==> config.mk <==
export PLATFORM = sky130hd
export DESIGN_NAME = part_capture_bank
export DESIGN_NICKNAME = d
export VERILOG_FILES = /design/src/rtl/pcap_pkg.sv /design/src/rtl/pcap_decode.sv /design/src/rtl/pcap_window.sv /design/src/rtl/pcap_channel.sv /design/src/rtl/part_capture_bank.sv
export SDC_FILE = /design/constraint.sdc
export NUM_CORES = 1
export LEC_CHECK = 0
export BUFFER_PORTS_ARGS = -buffer_cell sky130_fd_sc_hd__buf_2
export CAP_MARGIN = 10
export CORE_MARGIN = 1.5
export CORE_UTILIZATION = 45
export DETAILED_ROUTE_END_ITERATION = 7
export HOLD_SLACK_MARGIN = 0.03
export MAX_ROUTING_LAYER = met4
export PLACE_DENSITY = 0.71
export SYNTH_ARGS = -nofsm -noshare
export SYNTH_HDL_FRONTEND = slang
export SYNTH_SLANG_ARGS = --single-unit
==> constraint.sdc <==
create_clock -name clk -period 2 [get_ports clk]
set_input_delay 0.1 -clock clk [delete_from_list [all_inputs] [get_ports clk]]
set_output_delay 0.1 -clock clk [all_outputs]
set_load 0.01 [all_outputs]
==> src/rtl/pcap_pkg.sv <==
// Shared definitions for the part-present capture latch bank.
// Holds the command offsets that the host decodes and the command struct
// passed from the decoder to the datapath.
package pcap_pkg;

    localparam int OFS_CLEAR_ALL = 6;
    localparam int OFS_TEST_GO   = 8;
    localparam int OFS_OPEN_GO   = 10;

    typedef struct packed {
        logic clear_all;
        logic test_go;
        logic open_go;
    } pcap_cmd_t;

endpackage

==> src/rtl/pcap_decode.sv <==
// Command decoder.
// Turns one register write strobe into single-cycle command requests.
// Assumes that a command is triggered only by writing a 1. Any other
// offset or value is ignored.
module pcap_decode
    import pcap_pkg::*;
#(
    parameter int ADDR_W = 4
) (
    input  logic              wr_en,
    input  logic [ADDR_W-1:0] wr_addr,
    input  logic              wr_data,
    output pcap_cmd_t         cmd
);

    logic fire;

    // A write carries a command only when its data bit is 1
    assign fire = wr_en && wr_data;

    // Offset compare for each command
    always_comb begin
        cmd.clear_all = fire && (wr_addr == ADDR_W'(OFS_CLEAR_ALL));
        cmd.test_go   = fire && (wr_addr == ADDR_W'(OFS_TEST_GO));
        cmd.open_go   = fire && (wr_addr == ADDR_W'(OFS_OPEN_GO));
    end

endmodule

==> src/rtl/pcap_window.sv <==
// Retriggerable fixed-length window timer.
// A start loads the down-counter with LOAD, and the window is active while
// the counter is not zero. A start during a running window reloads it.
// Assumes LOAD >= 1 and that LOAD fits in CNT_W bits.
module pcap_window #(
    parameter int CNT_W = 8,
    parameter int LOAD  = 1
) (
    input  logic clk,
    input  logic rst_n,
    input  logic start,
    output logic active
);

    logic [CNT_W-1:0] remain;

    // Load on start, otherwise count down to zero
    always_ff @(posedge clk) begin
        if (!rst_n) begin
            remain <= '0;
        end else if (start) begin
            remain <= CNT_W'(LOAD);
        end else if (remain != '0) begin
            remain <= remain - 1'b1;
        end
    end

    // The window is open while time remains
    assign active = (remain != '0);

endmodule

==> src/rtl/pcap_channel.sv <==
// One capture channel.
// Clears on the valve's rising edge. Sets when the sensor is high while the
// valve is held on, or while the global open window is active. A clear
// always wins over a set. The sensor input is assumed to be synchronous
// already.
module pcap_channel (
    input  logic clk,
    input  logic rst_n,
    input  logic valve,
    input  logic sense,
    input  logic open_win,
    input  logic clear_all,
    output logic seen
);

    logic valve_d;
    logic rise;
    logic held;
    logic want_set;

    // Edge and hold detection against the registered previous valve value
    assign rise     = valve && !valve_d;
    assign held     = valve && valve_d;
    assign want_set = sense && (held || open_win);

    // Remember the previous valve value
    always_ff @(posedge clk) begin
        if (!rst_n) valve_d <= 1'b0;
        else        valve_d <= valve;
    end

    // Capture bit: clear has priority over set
    always_ff @(posedge clk) begin
        if (!rst_n) begin
            seen <= 1'b0;
        end else if (clear_all || rise) begin
            seen <= 1'b0;
        end else if (want_set) begin
            seen <= 1'b1;
        end
    end

endmodule

==> src/rtl/part_capture_bank.sv <==
// Part-present capture latch bank, top level.
// Decodes the three host commands, runs the test-pulse and open windows,
// and holds one capture channel per head. The window length is
// CLK_HZ*WINDOW_US/1e6 cycles.
module part_capture_bank
    import pcap_pkg::*;
#(
    parameter int NUM_HEADS = 20,
    parameter int CLK_HZ    = 125_000_000,
    parameter int WINDOW_US = 2000,
    parameter int ADDR_W    = 4
) (
    input  logic                 clk,
    input  logic                 rst_n,
    input  logic [NUM_HEADS-1:0] valve_on,
    input  logic [NUM_HEADS-1:0] sense_in,
    input  logic                 wr_en,
    input  logic [ADDR_W-1:0]    wr_addr,
    input  logic                 wr_data,
    output logic [NUM_HEADS-1:0] part_seen,
    output logic                 test_pulse,
    output logic                 latch_open
);

    localparam longint WIN_L   = (longint'(CLK_HZ) * longint'(WINDOW_US)) / 64'd1000000;
    localparam int     WIN_CYC = (WIN_L < 1) ? 1 : int'(WIN_L);
    localparam int     CNT_W   = $clog2(WIN_CYC + 1);

    pcap_cmd_t cmd;

    // Host command decode
    pcap_decode #(.ADDR_W(ADDR_W)) u_decode (
        .wr_en  (wr_en),
        .wr_addr(wr_addr),
        .wr_data(wr_data),
        .cmd    (cmd)
    );

    // Test pulse window towards the sense boards
    pcap_window #(.CNT_W(CNT_W), .LOAD(WIN_CYC)) u_test_win (
        .clk   (clk),
        .rst_n (rst_n),
        .start (cmd.test_go),
        .active(test_pulse)
    );

    // Window that opens every latch to its sensor
    pcap_window #(.CNT_W(CNT_W), .LOAD(WIN_CYC)) u_open_win (
        .clk   (clk),
        .rst_n (rst_n),
        .start (cmd.open_go),
        .active(latch_open)
    );

    // One capture channel per head
    for (genvar h = 0; h < NUM_HEADS; h++) begin : g_head
        pcap_channel u_chan (
            .clk      (clk),
            .rst_n    (rst_n),
            .valve    (valve_on[h]),
            .sense    (sense_in[h]),
            .open_win (latch_open),
            .clear_all(cmd.clear_all),
            .seen     (part_seen[h])
        );
    end

endmodule

==> qor.yml <==
setup_ws_ns: -0.00557
synth_common_cells: "76 x dfxtp_1, 49 x nor3_1, 43 x nor2_1"
core_um2: 6910
grt_pass1_wl_um: 12000
ys_async_sr_fraction: 0
areaGrowthSynthToFinish_pct: 31.5
grt_use_total: 0.204
fp.dieW_um: 88.1
r2r-start: "u_test_win.remain[13]"
crit_arrival_ns: 2.22
violations: "setup timing"
io_buffer_count: 69
min_path_cells: 3
grt_max_degree: 26
maxCapViolations: 0
htree_levels: 3
initial_utilization: 0.472
finalSetupViolations: 1
p_leak_nw: 1.87
die-area_um2: 7770
hpwlAfterDp_um: 5210
fin_worst_skew_ns: 0.0112
dpl_cell_area_um2: 3730
ys_top_cells_by_area: "dfxtp_1 47%, nor3_1 7.5%, nor2_1 4.9%"
grt_pass1_vias: 2785
synth_edf_count: 0
hold_class: "input pin to register"
r2r_end: "u_test_win.remain[17]"
startpoint_type: "register"
ios: 70
synth_cell_type_count: 49
vias_per_cell: 5.22
cts_max_path_buffers: 2
status: "complete, but fails checks"
clk_latency_ns: 0.35
maxSlewHeadroom: 0.678
dr.pass1.iters: 4
worst_ep_required_time_ns: 2.22
max_freq_ghz: 0.499
ant_nets: 0
yosysWarnings: 0
fillers: 586
via_count: 2999
numCtsBuffers: 9
rows: 30
antenna_found_initial: 0
die_h_um: 88.1
synth-main-ff-cell: "dfxtp_1"
synth_top_cell_area_share: 0.466
drv_slew: 0
hold_viol_final: 0
ys_seq_elements: 76
fin_setup_tns_ns: -0.00557
worst_pin_slew_ns: 0.471
fin_area_um2: 4290
syn_nets: 427
antennaDiodeCount: 0
drive_gt1_frac: 0.295
drtIter0Drc: 96
hold_path_startpoint: "sense_in[3]"
multi_input_area_um2: 1520
reg2reg_depth: 5
wl_per_cell_um: 13.7
pre_cts_ws_ns: -0.0617
rrSetupSlack_ns: -0.006
cts_tree: "done"
crit_fanout: 6
clockRootBuffer: "clkbuf_8"
hold_path_end: "g_head[3].u_chan.seen"
wl_um: 7860
clkTransAtPathRegs_ns: 0.08
fin_nets: 525
yosysMostFrequentCell: "dfxtp_1"
power.density_nw_per_um2: 1790
finalWeightedCongestion: 0.795
synthCells: 376
overflow: 0
end_kind: "register"
peakVddDrop_v: 0.000724
rsz0062_at_grt: "yes"
avgSynthCellArea_um2: 8.68
synthesis.area_um2: 3260
fin_crit_sh: 1.00
ys_seq_area_frac: 0.466
cts.sinks: 76
synth_top_area_cell: "dfxtp_1"
path_class: "register to register"
period_needed_ns: 2.01
ff_latch_area_um2: 1520
drc: 0
[kinds of logic after synthesis]
family	count (synthesis)	share of synthesized area
fa+ha+maj	3	0.0115
simple gates	153	0.247
buf+inv	58	0.0909
mux	1	0.00307
compound gates	64	0.124
flops	76	0.466
xor+xnor	21	0.0564
[power by group]
group / switching [mW] / internal [mW] / total [mW]
sequential: 0.340 / 1.90 / 2.23
combinational: 2.06 / 1.98 / 4.05
clock: 0.560 / 0.826 / 1.39
total: 2.96 / 4.70 / 7.67
[worst max path at each step]
stage | from | endpoint | slack, ns | cells past startpoint
5_1_grt | u_test_win.remain[13] | u_test_win.remain[17] | -0.05 | 5
3_3_place_gp | u_test_win.remain[13] | u_test_win.remain[15] | -0.02 | 5
4_1_cts | u_test_win.remain[13] | test_pulse | -0.002 | 6
2_1_floorplan | u_test_win.remain[13] | u_test_win.remain[17] | 0.05 | 6
6_report | u_test_win.remain[13] | u_test_win.remain[17] | -0.006 | 5
3_5_place_dp | u_test_win.remain[13] | u_test_win.remain[15] | -0.06 | 5
[worst max-delay path: stages, from the launching register on]
cell,delay [ns]
dfxtp_2,0.32
or4_4,0.53
or4_4,0.51
nor3b_4,0.21
mux2i_1,0.22
a21oi_1,0.08
[cell type report]
type | count | area share
Multi-Input combinational cell | 243 | 0.355
Sequential cell | 76 | 0.355
Timing Repair Buffer | 119 | 0.185
Clock buffer | 9 | 0.0289
Tap cell | 96 | 0.0280
Clock inverter | 6 | 0.0262
Inverter | 25 | 0.0219
[what timing repair did]
action                                  4_1_cts  5_1_grt
endpoints found under the hold margin        20        0
gates cloned                                  0        1
setup buffers                                 1        2
gates resized for setup                       8       16
endpoints found under the setup margin       10       11
pin swaps                                     1        1
hold buffers                                 20        0
[registers in the layout (all words and copies together) (netlist names)]
name and flops:
g_head.u_chan.seen 20, g_head.u_chan.valve_d 20, u_open_win.remain 18, u_test_win.remain 18
[metrics by stage]
step / total power, mW / instances / util / hold slack [ns]
floorplan: 4.48 / 376 / - / 0.225
global placement: 5.50 / 535 / 0.540 / 0.325
global route: 8.17 / 574 / 0.621 / 0.0392
detailed placement: 5.60 / 535 / 0.540 / 0.342
CTS: 7.26 / 571 / 0.610 / 0.0332
finish: 7.67 / 574 / 0.621 / 0.0499
[routing by layer]
metal / vias to the layer above / share of wire / GRT usage
met2: 76 / 0.51 / 0.349
li1: 1506 / - / -
met5: - / 0 / -
met4: 0 / 0.022 / 0.0739
met3: 18 / 0.043 / 0.0509
met1: 1399 / 0.42 / 0.230
[cell usage in the layout (no fill, tap or decap), types with 3 or more instances in the layout]
cell / instances
a211oi_1: 4
a21oi_1: 17
a31oi_1: 3
buf_2: 68
buf_4: 28
bufinv_16: 3
clkbuf_8: 9
dfxtp_1: 75
dlygate4sd3_1: 20
inv_1: 25
nand2_1: 10
nand3_1: 7
nand4_1: 5
nand4b_1: 3
nor2_1: 43
nor3_1: 48
nor4_1: 5
o21ai_0: 5
o22ai_1: 20
o31ai_1: 4
or4_2: 3
xnor2_1: 12
xor2_1: 9
(Power assumes the default switching activity.)
